## config.mk

```make
export PLATFORM = sky130hd
export DESIGN_NAME = sramc_ctl
export DESIGN_NICKNAME = d
export VERILOG_FILES = /design/src/rtl/sramc_pkg.sv /design/src/rtl/sramc_seq.sv /design/src/rtl/sramc_dpath.sv /design/src/rtl/sramc_ctl.sv
export SDC_FILE = /design/constraint.sdc
export NUM_CORES = 1
export LEC_CHECK = 0
export BUFFER_PORTS_ARGS = -buffer_cell sky130_fd_sc_hd__buf_2
export CORE_AREA = 2 2 71 73
export CTS_BUF_LIST = sky130_fd_sc_hd__clkbuf_16
export DETAILED_ROUTE_END_ITERATION = 16
export DIE_AREA = 0 0 73 75
export PLACE_DENSITY = 0.7
export SLEW_MARGIN = 40
export SYNTH_ARGS = -nofsm -noshare
export SYNTH_HDL_FRONTEND = slang
export SYNTH_HIERARCHICAL = 1
export SYNTH_SLANG_ARGS = --single-unit
```

## constraint.sdc

```tcl
create_clock -name clk -period 1.7 [get_ports clk]
set_clock_uncertainty 0.1 [all_clocks]
set_input_delay 0.51 -clock clk [delete_from_list [all_inputs] [get_ports clk]]
set_output_delay 0.51 -clock clk [all_outputs]
set_load 0.1 [all_outputs]
```

## src/rtl/sramc_pkg.sv

```systemverilog
`timescale 1ns/1ps
// Shared types and helpers for the SRAM strobe sequencer.
// Assumes timings are given as positive integer nanoseconds.
package sramc_pkg;

    typedef enum logic [2:0] {
        ST_IDLE,
        ST_READ,
        ST_WADDR,
        ST_WPULSE,
        ST_WREC
    } sramc_state_e;

    typedef struct packed {
        logic cs_n;
        logic oe_n;
        logic we_n;
        logic drv;
    } sramc_strobe_t;

    // Round a nanosecond figure up to whole clock periods.
    function automatic int cdiv(input int ns, input int clk_ns);
        return (ns + clk_ns - 1) / clk_ns;
    endfunction

    function automatic int imax(input int a, input int b);
        return (a > b) ? a : b;
    endfunction

    // Strobe levels for each phase of the sequence.
    function automatic sramc_strobe_t strobe_of(input sramc_state_e s);
        sramc_strobe_t r;
        case (s)
            ST_READ:   r = '{cs_n: 1'b0, oe_n: 1'b0, we_n: 1'b1, drv: 1'b0};
            ST_WADDR:  r = '{cs_n: 1'b0, oe_n: 1'b1, we_n: 1'b1, drv: 1'b0};
            ST_WPULSE: r = '{cs_n: 1'b0, oe_n: 1'b1, we_n: 1'b0, drv: 1'b1};
            ST_WREC:   r = '{cs_n: 1'b0, oe_n: 1'b1, we_n: 1'b1, drv: 1'b1};
            default:   r = '{cs_n: 1'b1, oe_n: 1'b1, we_n: 1'b1, drv: 1'b0};
        endcase
        return r;
    endfunction

endpackage

```

## src/rtl/sramc_seq.sv

```systemverilog
`timescale 1ns/1ps
// Phase sequencer: walks idle -> read, or idle -> address -> pulse -> recovery,
// holding each phase for its parameter count. Strobes leave registers, so
// they cannot glitch. Assumes every count is at least 1 and fits in CNT_W.
module sramc_seq
    import sramc_pkg::*;
#(
    parameter int RD_CYC = 6,
    parameter int WA_CYC = 2,
    parameter int WP_CYC = 4,
    parameter int CNT_W  = 4
) (
    input  logic clk,
    input  logic rst_n,
    input  logic req_valid,
    input  logic req_write,
    output logic req_ready,
    output logic accept,
    output logic capture,
    output logic done,
    output logic cs_n,
    output logic oe_n,
    output logic we_n,
    output logic dq_oe
);

    sramc_state_e   state_q, state_d;
    logic [CNT_W-1:0] cnt_q;
    sramc_strobe_t  stb_q;

    // Remaining-cycle load value for a phase about to be entered.
    function automatic logic [CNT_W-1:0] span(input sramc_state_e s);
        case (s)
            ST_READ:   return CNT_W'(RD_CYC - 1);
            ST_WADDR:  return CNT_W'(WA_CYC - 1);
            ST_WPULSE: return CNT_W'(WP_CYC - 1);
            default:   return '0;
        endcase
    endfunction

    // Next phase once the current one has run out.
    always_comb begin
        state_d = state_q;
        case (state_q)
            ST_IDLE:   if (req_valid) state_d = req_write ? ST_WADDR : ST_READ;
            ST_READ:   if (cnt_q == '0) state_d = ST_IDLE;
            ST_WADDR:  if (cnt_q == '0) state_d = ST_WPULSE;
            ST_WPULSE: if (cnt_q == '0) state_d = ST_WREC;
            ST_WREC:   state_d = ST_IDLE;
            default:   state_d = ST_IDLE;
        endcase
    end

    assign req_ready = (state_q == ST_IDLE);
    assign accept    = req_ready && req_valid;
    assign capture   = (state_q == ST_READ) && (cnt_q == '0);

    // Phase register, its down-counter, registered strobes and done pulse.
    always_ff @(posedge clk) begin
        if (!rst_n) begin
            state_q <= ST_IDLE;
            cnt_q   <= '0;
            stb_q   <= strobe_of(ST_IDLE);
            done    <= 1'b0;
        end else begin
            state_q <= state_d;
            if (state_d != state_q) cnt_q <= span(state_d);
            else if (cnt_q != '0)   cnt_q <= cnt_q - 1'b1;
            stb_q <= strobe_of(state_d);
            done  <= capture || (state_q == ST_WREC);
        end
    end

    assign cs_n  = stb_q.cs_n;
    assign oe_n  = stb_q.oe_n;
    assign we_n  = stb_q.we_n;
    assign dq_oe = stb_q.drv;

    // Checker counter: length of the current write-enable low run.
    logic [CNT_W-1:0] we_run;
    always_ff @(posedge clk) begin
        if (!rst_n)     we_run <= '0;
        else if (!we_n) we_run <= we_run + 1'b1;
        else            we_run <= '0;
    end

    AST_WE_PULSE_MIN: assert property (@(posedge clk) disable iff (!rst_n)
        $rose(we_n) |-> (we_run >= CNT_W'(WP_CYC)));
    AST_WE_WITH_OE_HIGH: assert property (@(posedge clk) disable iff (!rst_n)
        !we_n |-> (oe_n && !cs_n));
    AST_DRV_ONLY_OE_HIGH: assert property (@(posedge clk) disable iff (!rst_n)
        dq_oe |-> (oe_n && !cs_n));
    AST_DRV_HOLD_PAST_WE: assert property (@(posedge clk) disable iff (!rst_n)
        $rose(we_n) |-> dq_oe);
    AST_DRV_OFF_AFTER_WE: assert property (@(posedge clk) disable iff (!rst_n)
        $rose(we_n) |=> !dq_oe);
    AST_DONE_ONE_CYCLE: assert property (@(posedge clk) disable iff (!rst_n)
        done |=> !done);
    AST_READY_DESELECTED: assert property (@(posedge clk) disable iff (!rst_n)
        req_ready |-> cs_n);

endmodule

```

## src/rtl/sramc_dpath.sv

```systemverilog
`timescale 1ns/1ps
// Data path: latches address and write byte when a request is taken, and
// samples the lane into the read register on the sequencer's capture strobe.
// Assumes capture falls on the final clock of the read phase.
module sramc_dpath #(
    parameter int ADDR_W = 19,
    parameter int DATA_W = 8
) (
    input  logic              clk,
    input  logic              rst_n,
    input  logic              accept,
    input  logic              capture,
    input  logic [ADDR_W-1:0] req_addr,
    input  logic [DATA_W-1:0] req_wdata,
    input  logic [DATA_W-1:0] dq_in,
    output logic [ADDR_W-1:0] addr_q,
    output logic [DATA_W-1:0] wdata_q,
    output logic [DATA_W-1:0] rdata_q
);

    // Hold request fields steady for the whole RAM cycle.
    always_ff @(posedge clk) begin
        if (!rst_n) begin
            addr_q  <= '0;
            wdata_q <= '0;
        end else if (accept) begin
            addr_q  <= req_addr;
            wdata_q <= req_wdata;
        end
    end

    // Sample the RAM output at the end of the read phase.
    always_ff @(posedge clk) begin
        if (!rst_n)       rdata_q <= '0;
        else if (capture) rdata_q <= dq_in;
    end

    AST_RDATA_STEADY: assert property (@(posedge clk) disable iff (!rst_n)
        !capture |=> $stable(rdata_q));
    AST_ADDR_ONLY_ON_ACCEPT: assert property (@(posedge clk) disable iff (!rst_n)
        !accept |=> $stable(addr_q));

endmodule

```

## src/rtl/sramc_ctl.sv

```systemverilog
`timescale 1ns/1ps
// Top of the SRAM strobe sequencer. Converts the RAM's minimum timings into
// clock counts and wires the sequencer to the data path. Assumes the lane
// pad combines sram_dq_out/sram_dq_oe and feeds sram_dq_in back.
module sramc_ctl
    import sramc_pkg::*;
#(
    parameter int ADDR_W   = 19,
    parameter int DATA_W   = 8,
    parameter int CLK_NS   = 10,
    parameter int T_RC_NS  = 55,
    parameter int T_AA_NS  = 55,
    parameter int T_OE_NS  = 25,
    parameter int T_OHZ_NS = 20,
    parameter int T_WC_NS  = 55,
    parameter int T_WP_NS  = 40,
    parameter int T_AW_NS  = 50,
    parameter int T_DW_NS  = 25
) (
    input  logic              clk,
    input  logic              rst_n,
    input  logic              req_valid,
    input  logic              req_write,
    input  logic [ADDR_W-1:0] req_addr,
    input  logic [DATA_W-1:0] req_wdata,
    output logic              req_ready,
    output logic              rsp_done,
    output logic [DATA_W-1:0] rsp_rdata,
    output logic [ADDR_W-1:0] sram_addr,
    output logic              sram_cs_n,
    output logic              sram_oe_n,
    output logic              sram_we_n,
    output logic [DATA_W-1:0] sram_dq_out,
    output logic              sram_dq_oe,
    input  logic [DATA_W-1:0] sram_dq_in
);

    localparam int RD_CYC   = imax(imax(cdiv(T_RC_NS, CLK_NS), cdiv(T_AA_NS, CLK_NS)),
                                   imax(cdiv(T_OE_NS, CLK_NS), 1));
    localparam int TURN_CYC = cdiv(T_OHZ_NS, CLK_NS);
    localparam int WP_CYC   = imax(imax(cdiv(T_WP_NS, CLK_NS), cdiv(T_DW_NS, CLK_NS)), 1);
    localparam int WA_CYC   = imax(imax(TURN_CYC, 1),
                                   imax(cdiv(T_AW_NS, CLK_NS) - WP_CYC,
                                        cdiv(T_WC_NS, CLK_NS) - WP_CYC - 1));
    localparam int MAX_CYC  = imax(RD_CYC, imax(WA_CYC, WP_CYC));
    localparam int CNT_W    = $clog2(MAX_CYC + 1) + 1;

    logic accept, capture;

    sramc_seq #(
        .RD_CYC (RD_CYC),
        .WA_CYC (WA_CYC),
        .WP_CYC (WP_CYC),
        .CNT_W  (CNT_W)
    ) u_seq (
        .clk       (clk),
        .rst_n     (rst_n),
        .req_valid (req_valid),
        .req_write (req_write),
        .req_ready (req_ready),
        .accept    (accept),
        .capture   (capture),
        .done      (rsp_done),
        .cs_n      (sram_cs_n),
        .oe_n      (sram_oe_n),
        .we_n      (sram_we_n),
        .dq_oe     (sram_dq_oe)
    );

    sramc_dpath #(
        .ADDR_W (ADDR_W),
        .DATA_W (DATA_W)
    ) u_dpath (
        .clk       (clk),
        .rst_n     (rst_n),
        .accept    (accept),
        .capture   (capture),
        .req_addr  (req_addr),
        .req_wdata (req_wdata),
        .dq_in     (sram_dq_in),
        .addr_q    (sram_addr),
        .wdata_q   (sram_dq_out),
        .rdata_q   (rsp_rdata)
    );

    AST_ADDR_STABLE_SELECTED: assert property (@(posedge clk) disable iff (!rst_n)
        (!sram_cs_n && $past(!sram_cs_n)) |-> $stable(sram_addr));

endmodule

```

==> results by group <==
Run status
  – Outcome: finished with violations
  – Failing checks: negative setup slack

Global route
  – Largest net degree at the start of global routing: 28
  – Grt total ovfl: 0
  – Overall routing resource usage: 0.134
  – Antenna violations before repair: 0
  – First-pass GRT wire length: 5.76 mm
  – Vias in the first global route: 1,341

Drt
  – Total number of vias: 1,539
  – DRC: 0
  – Vias per Instance: 4.66
  – Drt pass-1 iters: 4
  – DRT Wirelength: 4.01 mm
  – Number of DRC violations after detailed-routing iteration 0: 50
  – ANT nets after route: 0
  – Post-DR wirelength/cell: 12.2 microns

Power and ir drop
  – Final Power: 5.04 mW
  – Peak supply drop: 0.981 mV
  – Power Density: 1820 nW/um^2
  – Leakage: 1.25 nW

Setup path
  – CP Capture Type: output pin
  – Arrival time of the worst setup path: 1.16 ns
  – Critical Path RT: 1.09 ns
  – Worst Path Max Fanout: 2
  – Critical path class: reg -> out
  – Startpoint Class: register

Synth
  – Netlist cell types: 31
  – Top cells by count, synth: dfxtp_1 (47), mux2i_1 (38), nor2b_1 (37)
  – Synth Register Bits: 47
  – Syn. warnings: 6
  – Async SR Flop Fraction: 0
  – Average size of a mapped cell: 10.7 sq um
  – Synth area leaders: dfxtp_1 (49%), mux2i_1 (20%), nor2b_1 (12%)
  – Yosys top cell area share: 0.489
  – Number of synthesized flops with an enable pin: 0
  – Cells after Synth: 180
  – Post-synth top flop: dfxtp_1
  – Sequential cell area fraction in the yosys report: 0.489
  – Cell with the most instances after synthesis: dfxtp_1
  – Mapped Area: 1920 sq um
  – Syn nets: 220
  – Largest area contributor in the synthesized netlist: dfxtp_1

STA
  – Fmax: 566 MHz
  – Final worst path period need: 1.77 ns
  – Final Hold Fails: 0
  – Final setup viols: 2
  – Worst-case setup margin in the final layout: -0.0676 ns
  – RSZ-0062 raised after global routing: yes
  – Max Slew Vio Count: 0
  – Total negative setup slack: -0.0723 ns
  – Rel. slew slack: 0.669
  – Least-Margin Pin Slew: 0.500 ns
  – Period utilisation layout: 1.04

Die
  – Core area: 4660 sq um
  – Die X-Extent: 73 microns
  – Rows: 25
  – IO Count: 80
  – Initial Util: 0.413
  – Height of the die: 75 microns
  – Die area: 5480 sq um

Clock tree
  – TritonCTS clock tree: yes
  – Worst skew pair latency: 0.28 ns
  – Max Root-Sink Buffers: 2
  – Reg clk slew, reported paths: 0.06 ns
  – Root Driver: clkbuf_16
  – H-tree depth: 2
  – Total CTS buffers: 5
  – Clk sinks: 47

Cells and area
  – Sequential cell area: 950 sq um
  – Area occupied by multi-input gates: 981 sq um
  – N_diodes: 0
  – Final instance area: 2770 sq um
  – Layout cell share with drive strength beyond 1: 0.460
  – P&R area growth vs syn: 43.8%
  – Net count, final: 315
  – Fillcell total: 409

Place
  – Port Buffers: 79
  – Placer Congestion: 0.802
  – DP Area: 2470 sq um
  – Pre-CTS setup slack: -0.0501 ns
  – Post-DP HPWL: 2.67 mm

Hold path
  – Worst min path class: in -> reg

Job
  – Max cap viols: 0
==> kinds of logic after synthesis <==
group	Yosys count	share of synthesized area
muxes	38	0.198
buffers and inverters	13	0.0488
AOI/OAI and AO/OA	12	0.0423
DFF	47	0.489
xor gates and xnor gates	2	0.00911
and+or+nand+nor	67	0.206
adders and majority gates	1	0.00651
==> per-stage QoR <==
stage                      util  instances  hold WS (ns)
after floorplan               -        180         0.448
after global placement    0.529        315         0.390
after detailed placement  0.529        315         0.396
after CTS                 0.563        325         0.362
after global routing      0.593        330         0.378
final                     0.593        330         0.365
==> final cells by class <==
type / instances / share of cell area
well taps: 54 / 0.0244
flip-flops and latches: 47 / 0.343
clock buffers: 5 / 0.0452
inverters: 2 / 0.00271
multi-input cells: 120 / 0.355
clock inverters: 3 / 0.00452
repair buffers: 99 / 0.225
==> what timing repair did <==
item / CTS / global route
hold buffers: 0 / 0
gates resized for setup: 4 / 16
setup buffers: 2 / 3
endpoints found under the setup margin: 11 / 24
cloned: 0 / 2
pin swaps: 2 / 5
==> registers in the layout (all words and copies together) (netlist names) <==
name	cells
u_dpath/addr_q	19
u_seq/we_n	1
u_seq/cnt_q	4
u_seq/state_q	3
u_dpath/rdata_q	8
u_dpath/wdata_q	8
u_seq/cs_n	1
u_seq/oe_n	1
u_seq/done	1
u_seq/dq_oe	1
==> placed cells by master (no fill, tap or decap), types with 2 or more instances in the layout <==
cell type  synthesis  final
nor2_1            10      9
buf_12             2      2
a21oi_1            3      3
buf_4              1     14
dfxtp_2            0      4
buf_2              1     77
nand2_1            4      3
nor3b_1            3      2
inv_2              0      2
a211oi_1           3      2
buf_6              1      3
clkbuf_16          0      7
nor2b_1           37     36
dfxtp_1           47     42
nor3_1             3      2
inv_1              2      2
mux2i_2            0      5
nand2b_1           3      3
xnor2_1            2      2
mux2i_1           38     33
nor3b_4            0      2
==> power by group <==
group / total (mW) / switching (mW) / internal [mW] / leakage (nW)
Clock: 0.902 / 0.371 / 0.531 / 0.0762
Sequential: 1.42 / 0.113 / 1.31 / 0.387
Combinational: 2.72 / 1.79 / 0.937 / 0.789
==> worst max-delay path, stage by stage (launching register included) <==
cell	delay, ns
dfxtp_4	0.35
or2_4	0.25
nor2_4	0.10
buf_12	0.18
==> worst paths after layout <==
| check | startpoint | end | slack, ns | cells past startpoint |
|---|---|---|---|---|
| worst max-delay path | u_seq/state_q[0]$_SDFF_PN0_ | req_ready | -0.07 | 3 |
| worst min-delay path | req_write | u_seq/cnt_q[2]$_SDFFE_PN0P_ | 0.37 | 2 |
| worst max register to register | u_seq/cnt_q[0]$_SDFFE_PN0P_ | u_dpath/rdata_q[2]$_SDFFE_PN0P_ | 0 | 8 |
| worst min register to register | u_dpath/addr_q[7]$_SDFFE_PN0P_ | u_dpath/addr_q[7]$_SDFFE_PN0P_ | 0.40 | 2 |
==> routing by layer <==
| layer | global-route usage | up-vias | routed length (microns) |
|---|---|---|---|
| met2 | 0.223 | 60 | 1860 |
| met4 | 0.0556 | 0 | 21 |
| met1 | 0.168 | 685 | 1890 |
| li1 | - | 792 | - |
| met5 | 0 | - | 0 |
| met3 | 0.0308 | 2 | 238 |
(Power assumes the default switching activity.)
